## src/rtl/kms_pkg.sv

```systemverilog
package kms_pkg;

  localparam int CODE_W     = 8;
  localparam int MIN_SETTLE = 4;

  typedef enum logic [1:0] {
    KEY_NORMAL   = 2'd0,
    KEY_MODIFIER = 2'd1,
    KEY_HOTKEY   = 2'd2
  } key_class_e;

  typedef enum logic [1:0] {
    ST_WAIT   = 2'd0,
    ST_SETTLE = 2'd1,
    ST_PROC   = 2'd2,
    ST_EMIT   = 2'd3
  } scan_st_e;

  // Modifier band sits inside the hot-key range, so it is tested first.
  function automatic key_class_e classify_code(input logic [CODE_W-1:0] code);
    if (code >= 8'hE0 && code <= 8'hE7) return KEY_MODIFIER;
    if (code >= 8'hC0) return KEY_HOTKEY;
    return KEY_NORMAL;
  endfunction

endpackage

```

## src/rtl/kms_strobe.sv

```systemverilog
module kms_strobe #(
  parameter int NUM_COLS = 18,
  parameter int COL_W    = 5
) (
  input  logic                clk,
  input  logic                rst_n,
  input  logic                advance_i,
  output logic [COL_W-1:0]    col_o,
  output logic [NUM_COLS-1:0] strobe_n_o
);

  logic [COL_W-1:0] col_q;

  always_ff @(posedge clk or negedge rst_n) begin
    if (!rst_n) begin
      col_q <= '0;
    end else if (advance_i) begin
      col_q <= (col_q == COL_W'(NUM_COLS - 1)) ? '0 : col_q + COL_W'(1);
    end
  end

  assign col_o = col_q;

  for (genvar g = 0; g < NUM_COLS; g++) begin : g_strobe
    assign strobe_n_o[g] = (col_q != COL_W'(g));
  end

endmodule

```

## src/rtl/kms_code_table.sv

```systemverilog
module kms_code_table #(
  parameter int DEPTH  = 144,
  parameter int ADDR_W = 8,
  parameter int CODE_W = 8
) (
  input  logic              clk,
  input  logic              rst_n,
  input  logic              we_i,
  input  logic [ADDR_W-1:0] waddr_i,
  input  logic [CODE_W-1:0] wdata_i,
  input  logic [ADDR_W-1:0] raddr_i,
  output logic [CODE_W-1:0] rdata_o
);

  logic [CODE_W-1:0] mem_q [DEPTH];
  logic              in_range_w;

  assign in_range_w = ({1'b0, waddr_i} < (ADDR_W + 1)'(DEPTH));

  always_ff @(posedge clk or negedge rst_n) begin
    if (!rst_n) begin
      for (int i = 0; i < DEPTH; i++) mem_q[i] <= '0;
    end else if (we_i && in_range_w) begin
      mem_q[waddr_i] <= wdata_i;
    end
  end

  assign rdata_o = mem_q[raddr_i];

endmodule

```

## src/rtl/kms_debounce.sv

```systemverilog
module kms_debounce #(
  parameter int NKEYS  = 144,
  parameter int IDX_W  = 8,
  parameter int PASSES = 3,
  parameter int CNT_W  = 2
) (
  input  logic             clk,
  input  logic             rst_n,
  input  logic             upd_i,
  input  logic [IDX_W-1:0] idx_i,
  input  logic             raw_i,
  output logic             flip_o
);

  logic             stable_q [NKEYS];
  logic [CNT_W-1:0] cnt_q    [NKEYS];
  logic             differ_w;

  assign differ_w = (raw_i != stable_q[idx_i]);
  assign flip_o   = upd_i && differ_w && (cnt_q[idx_i] == CNT_W'(PASSES - 1));

  always_ff @(posedge clk or negedge rst_n) begin
    if (!rst_n) begin
      for (int i = 0; i < NKEYS; i++) begin
        stable_q[i] <= 1'b0;
        cnt_q[i]    <= '0;
      end
    end else if (upd_i) begin
      if (!differ_w) begin
        cnt_q[idx_i] <= '0;
      end else if (flip_o) begin
        stable_q[idx_i] <= raw_i;
        cnt_q[idx_i]    <= '0;
      end else begin
        cnt_q[idx_i] <= cnt_q[idx_i] + CNT_W'(1);
      end
    end
  end

endmodule

```

## src/rtl/keymatrix_scanner.sv

```systemverilog
module keymatrix_scanner
  import kms_pkg::*;
#(
  parameter int NUM_COLS   = 18,
  parameter int NUM_ROWS   = 8,
  parameter int SETTLE_W   = 8,
  parameter int DEB_PASSES = 3,
  localparam int NKEYS = NUM_COLS * NUM_ROWS,
  localparam int IDX_W = $clog2(NKEYS)
) (
  input  logic                clk,
  input  logic                rst_n,
  input  logic                tick_i,
  input  logic [NUM_ROWS-1:0] rows_i,
  input  logic [SETTLE_W-1:0] settle_cfg_i,
  input  logic                tbl_we_i,
  input  logic [IDX_W-1:0]    tbl_addr_i,
  input  logic [CODE_W-1:0]   tbl_data_i,
  output logic [NUM_COLS-1:0] col_strobe_n_o,
  output logic                evt_valid_o,
  input  logic                evt_ready_i,
  output logic [CODE_W-1:0]   evt_code_o,
  output logic                evt_make_o,
  output logic [1:0]          evt_class_o
);

  localparam int COL_W = $clog2(NUM_COLS);
  localparam int ROW_W = $clog2(NUM_ROWS);
  localparam int CNT_W = $clog2(DEB_PASSES + 1);

  function automatic logic [IDX_W-1:0] key_offset(input logic [COL_W-1:0] c,
                                                  input logic [ROW_W-1:0] r);
    return IDX_W'(c) * IDX_W'(NUM_ROWS) + IDX_W'(r);
  endfunction

  function automatic logic [SETTLE_W-1:0] settle_limit(input logic [SETTLE_W-1:0] cfg);
    return (cfg < SETTLE_W'(MIN_SETTLE)) ? SETTLE_W'(MIN_SETTLE) : cfg;
  endfunction

  scan_st_e            st_q;
  logic [ROW_W-1:0]    row_q;
  logic [SETTLE_W-1:0] settle_q;
  logic [NUM_ROWS-1:0] rows_lat_q;
  logic [CODE_W-1:0]   evt_code_q;
  logic                evt_make_q;
  key_class_e          evt_class_q;

  logic [COL_W-1:0]    col_w;
  logic [IDX_W-1:0]    key_idx_w;
  logic [CODE_W-1:0]   code_w;
  logic                raw_w, flip_w, upd_w, emit_w;
  logic                row_last_w, row_latch_w, col_adv_w;

  assign key_idx_w   = key_offset(col_w, row_q);
  assign row_last_w  = (row_q == ROW_W'(NUM_ROWS - 1));
  assign row_latch_w = (st_q == ST_SETTLE) &&
                       ((settle_q + SETTLE_W'(1)) >= settle_limit(settle_cfg_i));
  assign raw_w       = ~rows_lat_q[row_q];
  assign upd_w       = (st_q == ST_PROC);
  assign emit_w      = upd_w && flip_w && (code_w != '0);
  assign col_adv_w   = row_last_w && ((upd_w && !emit_w) ||
                                      ((st_q == ST_EMIT) && evt_ready_i));

  kms_strobe #(.NUM_COLS(NUM_COLS), .COL_W(COL_W)) u_strobe (
    .clk        (clk),
    .rst_n      (rst_n),
    .advance_i  (col_adv_w),
    .col_o      (col_w),
    .strobe_n_o (col_strobe_n_o)
  );

  kms_code_table #(.DEPTH(NKEYS), .ADDR_W(IDX_W), .CODE_W(CODE_W)) u_table (
    .clk     (clk),
    .rst_n   (rst_n),
    .we_i    (tbl_we_i),
    .waddr_i (tbl_addr_i),
    .wdata_i (tbl_data_i),
    .raddr_i (key_idx_w),
    .rdata_o (code_w)
  );

  kms_debounce #(.NKEYS(NKEYS), .IDX_W(IDX_W), .PASSES(DEB_PASSES), .CNT_W(CNT_W)) u_deb (
    .clk    (clk),
    .rst_n  (rst_n),
    .upd_i  (upd_w),
    .idx_i  (key_idx_w),
    .raw_i  (raw_w),
    .flip_o (flip_w)
  );

  always_ff @(posedge clk or negedge rst_n) begin
    if (!rst_n) begin
      st_q        <= ST_WAIT;
      row_q       <= '0;
      settle_q    <= '0;
      rows_lat_q  <= '1;
      evt_code_q  <= '0;
      evt_make_q  <= 1'b0;
      evt_class_q <= KEY_NORMAL;
    end else begin
      unique case (st_q)
        ST_WAIT: begin
          if (tick_i) begin
            st_q     <= ST_SETTLE;
            settle_q <= '0;
          end
        end
        ST_SETTLE: begin
          if (row_latch_w) begin
            rows_lat_q <= rows_i;
            row_q      <= '0;
            st_q       <= ST_PROC;
          end else begin
            settle_q <= settle_q + SETTLE_W'(1);
          end
        end
        ST_PROC: begin
          if (emit_w) begin
            evt_code_q  <= code_w;
            evt_make_q  <= raw_w;
            evt_class_q <= classify_code(code_w);
            st_q        <= ST_EMIT;
          end else if (row_last_w) begin
            row_q <= '0;
            st_q  <= ST_WAIT;
          end else begin
            row_q <= row_q + ROW_W'(1);
          end
        end
        ST_EMIT: begin
          if (evt_ready_i) begin
            if (row_last_w) begin
              row_q <= '0;
              st_q  <= ST_WAIT;
            end else begin
              row_q <= row_q + ROW_W'(1);
              st_q  <= ST_PROC;
            end
          end
        end
        default: st_q <= ST_WAIT;
      endcase
    end
  end

  assign evt_valid_o = (st_q == ST_EMIT);
  assign evt_code_o  = evt_code_q;
  assign evt_make_o  = evt_make_q;
  assign evt_class_o = evt_class_q;

endmodule

```

## config.mk

```make
export PLATFORM = sky130hd
export DESIGN_NAME = keymatrix_scanner
export DESIGN_NICKNAME = d
export VERILOG_FILES = /design/src/rtl/kms_pkg.sv /design/src/rtl/kms_strobe.sv /design/src/rtl/kms_code_table.sv /design/src/rtl/kms_debounce.sv /design/src/rtl/keymatrix_scanner.sv
export SDC_FILE = /design/constraint.sdc
export NUM_CORES = 2
export LEC_CHECK = 0
export BUFFER_PORTS_ARGS = -buffer_cell sky130_fd_sc_hd__clkbuf_2
export CORE_ASPECT_RATIO = 0.5
export CORE_MARGIN = 2
export CORE_UTILIZATION = 64
export CTS_CLUSTER_DIAMETER = 80
export DETAILED_ROUTE_END_ITERATION = 10
export PLACE_DENSITY_LB_ADDON = 0.2
export SYNTH_ARGS = -nofsm -noshare
export SYNTH_HDL_FRONTEND = slang
export SYNTH_HIERARCHICAL = 1
export SYNTH_SLANG_ARGS = --single-unit
```

## constraint.sdc

```tcl
create_clock -name clk -period 7.1 [get_ports clk]
set_input_delay 0.355 -clock clk [delete_from_list [all_inputs] [get_ports clk]]
set_output_delay 0.355 -clock clk [all_outputs]
set_load 0.01 [all_outputs]
```

==> flow_metrics.env <==
export IMPL_mostFrequentLayoutCells="dfrtp_1, mux2_2, nand2_1, o21ai_0, mux2i_1"
export IMPL_viasPerCell=6.83
export IMPL_post_cts_resized=0
export IMPL_rsz0062_at_grt="no"
export IMPL_setup_violations=0
export IMPL_cp_slowest_cell="dfrtp_4"
export IMPL_multi_input_area_um2=34500
export IMPL_synth_area_um2=77400
export IMPL_grt_ovfl_total=0
export IMPL_ys_types=79
export IMPL_ys_seq_elements=1621
export IMPL_async_reset_ff_share_pct=100
export IMPL_setup_slack_ps=670
export IMPL_grt_max_degree=185
export IMPL_clk_pin_slew_ps=70
export IMPL_report_final_slew_viol_count=0
export IMPL_total_power_w=0.0245
export IMPL_crit_start="row_q[0]$_DFFE_PN0P_"
export IMPL_powerDensity_nw_per_um2=293
export IMPL_layout_drive_gt1_share_pct=33.0
export IMPL_yosysSeqAreaShare_pct=52.4
export IMPL_critPathRequiredTime_ps=7760
export IMPL_max_freq_mhz=156
export IMPL_violations="capacitance limit"
export IMPL_ff2ff_path_depth=12
export IMPL_path_cells="buf_12 > mux4_2 > a22oi_1 > a21oi_1 > a2111oi_4 > buf_4 > a21oi_1 > nor3b_1 > inv_1 > a31oi_1 > nand2_1 > mux2_2"
export IMPL_htreeDepth=4
export IMPL_floorplan_die_area_um2=124000
export IMPL_route_detailed_drc=0
export IMPL_start_util_pct=64.3
export IMPL_min_path_type="input port to register"
export IMPL_cp_end_kind="register"
export IMPL_synth_edf_count=0
export IMPL_cts_path_max_buffers=3
export IMPL_max_stage_delay_ps=850
export IMPL_cp_depth=12
export IMPL_final_setup_skew_ps=34.7
export IMPL_cp_start_kind="register"
export IMPL_r2r_setup_slack_ps=670
export IMPL_seqCellArea_um2=40600
export IMPL_cts_tree="done"
export IMPL_post_route_period_util_pct=90.6
export IMPL_final_common_cell="dfrtp_1"
export IMPL_reg2reg_from="row_q[0]$_DFFE_PN0P_"
export IMPL_status="finished, violations left"
export IMPL_fillers=8174
export IMPL_port_buffers=66
export IMPL_grt_pass1_vias=52971
export IMPL_crit_family="compound AO/OA/AOI/OAI gates"
export IMPL_cp_buffers_inverters=3
export IMPL_area_delta_synth_final_pct=8.00
export IMPL_postRouteWirelength_mm=210
export IMPL_crit_type="register to register"
export IMPL_std_cell_rows=90
export IMPL_num_io_pins=67
export IMPL_dp_worst_setup_slack_ps=1040
export IMPL_cts_sinks=1621
export IMPL_grt_pass1_wl_mm=326
export IMPL_worst_skew_pair_late_latency_ps=790
export IMPL_syn_nets=6100
export IMPL_num_vias=52144
export IMPL_synthFlopType="dfrtp_1"
export IMPL_dp_hpwl_mm=133
export IMPL_root_buffer="clkbuf_16"
export IMPL_die_w_um=496
export IMPL_min_period_ps=6430
export IMPL_slew_headroom_pct=2.03
export IMPL_die_height_um=250
export IMPL_gp_congestion=0.959
export IMPL_holdWs_ps=38.0
export IMPL_worstPathArrival_ps=7090
export IMPL_tightest_slew_ps=1430
export IMPL_fin_setup_tns_ps=0
export IMPL_syn_inst=6046
export IMPL_antenna_found_initial=6
export IMPL_cts_inserted_buffers=141
export IMPL_finalHoldViolations=0
export IMPL_drtPass1Iterations=7
export IMPL_yosysWarnings=6
export IMPL_grt_use_total_pct=34.3
export IMPL_p_leak_nw=38.2
export IMPL_worstPathMaxFanout=84
export IMPL_post_cts_setup_buffers=0
export IMPL_r2r_end="evt_make_o$_DFFE_PN0P_"
export IMPL_drt_iter0_drc=6190
export IMPL_cp_endpoint="evt_make_o$_DFFE_PN0P_"
export IMPL_irDropWorstVdd_uv=398
export IMPL_core_um2=120000
export IMPL_crit_top_cell="a21oi_1"
export IMPL_layout_nets=5967
export IMPL_wire_per_inst_um=27.6
export IMPL_drv_cap=1
export IMPL_ant_nets=0
export IMPL_synth_area_per_cell_um2=12.8
worst min path at each step:
stage	from	end	slack, ps	cells after the start
after global placement	rst_n	u_deb/cnt_q[183]$_DFFE_PN0P_	460	1
after CTS	evt_ready_i	st_q[0]$_DFFE_PN0P_	10	3
final	evt_ready_i	st_q[0]$_DFFE_PN0P_	40	3
after floorplan	rst_n	evt_class_o[0]$_DFFE_PN0P_	60	0
after detailed placement	u_deb/cnt_q[136]$_DFFE_PN0P_	u_deb/cnt_q[136]$_DFFE_PN0P_	470	2
after global routing	evt_ready_i	st_q[0]$_DFFE_PN0P_	70	3
worst min-delay path, cell delays in order:
cell	delay (ps)
clkbuf_2	110
nand2b_1	190
o211ai_1	100
cell type report:
cell class	instances	share of cell area [%]
Antenna cell	3	0.00898
Clock buffer	213	5.14
Clock inverter	35	0.587
Inverter	46	0.207
Multi-Input combinational cell	3919	41.3
Sequential cell	1621	48.6
Tap cell	1610	2.41
Timing Repair Buffer	184	1.80
per-stage QoR:
| step | utilization [%] | cell area (µm²) | instances |
|---|---|---|---|
| 4_1_cts | 69.5 | 83600 | 7628 |
| 3_3_place_gp | 65.4 | 78700 | 7369 |
| 6_report | 69.5 | 83600 | 7631 |
| 5_1_grt | 69.5 | 83600 | 7628 |
| 3_5_place_dp | 65.4 | 78700 | 7370 |
| 2_1_floorplan | - | 77400 | 6046 |
where the power goes:
group | total, W | leakage (nW) | internal (W) | switching [W]
combinational | 0.00631 | 13.4 | 0.00206 | 0.00425
sequential | 0.0101 | 22.4 | 0.00964 | 0.000465
clock | 0.00805 | 2.36 | 0.00449 | 0.00356
total | 0.0245 | 38.2 | 0.0162 | 0.00828
cell usage after synthesis (all sizes together) (32+ instances only):
| cell | instances | area [µm²] |
|---|---|---|
| dfrtp | 1613 | 40400 |
| mux2 | 1190 | 13400 |
| nand2 | 650 | 2440 |
| o21ai | 417 | 2190 |
| mux2i | 345 | 3450 |
| clkbuf | 296 | 1120 |
| mux4 | 264 | 5990 |
| nor2 | 192 | 878 |
| buf | 164 | 1140 |
| a22oi | 144 | 1090 |
| nand3 | 124 | 626 |
| a21oi | 99 | 495 |
| a31oi | 66 | 413 |
| inv | 45 | 169 |
| o22a | 36 | 315 |
| nand2b | 33 | 206 |
| nor2b | 32 | 200 |
kinds of logic (layout without fill, tap and decap cells):
family | count (synthesis) | after routing | share of synthesized area [%]
AO/OA/AOI/OAI | 936 | 936 | 7.82
XOR/XNOR | 5 | 5 | 0.0566
adder cells (fa/ha/maj) | 17 | 17 | 0.275
buffers and inverters | 506 | 478 | 3.15
flip-flops | 1621 | 1621 | 52.4
multiplexers | 1799 | 1799 | 29.5
other | 0 | 3 | 0
AND/OR/NAND/NOR | 1162 | 1162 | 6.73
state kept, by name, summed over array words and instances (netlist names):
signal and flops:
u_deb/cnt_q 288, u_strobe/col_o 5, settle_q 8, rows_lat_q 8
evt_code_o 8, u_deb/stable_q 144, row_q 3, evt_class_o 2
st_q 2, evt_make_o 1, u_table/mem_q 1152
per-layer routing:
layer  vias up  global-route usage [%]  wire (µm)
li1      21892                       -          -
met1     27356                    49.8      87700
met2      2351                    51.8      96400
met3       541                    7.01      17900
met4         4                    12.6       8260
met5         -                       0         30
what timing repair did:
| action | in CTS | in global routing |
|---|---|---|
| setup endpoints to repair | 0 | 0 |
| endpoints found under the hold margin | 145 | 0 |
| hold buffers | 10 | 0 |
(Power assumes the default switching activity.)
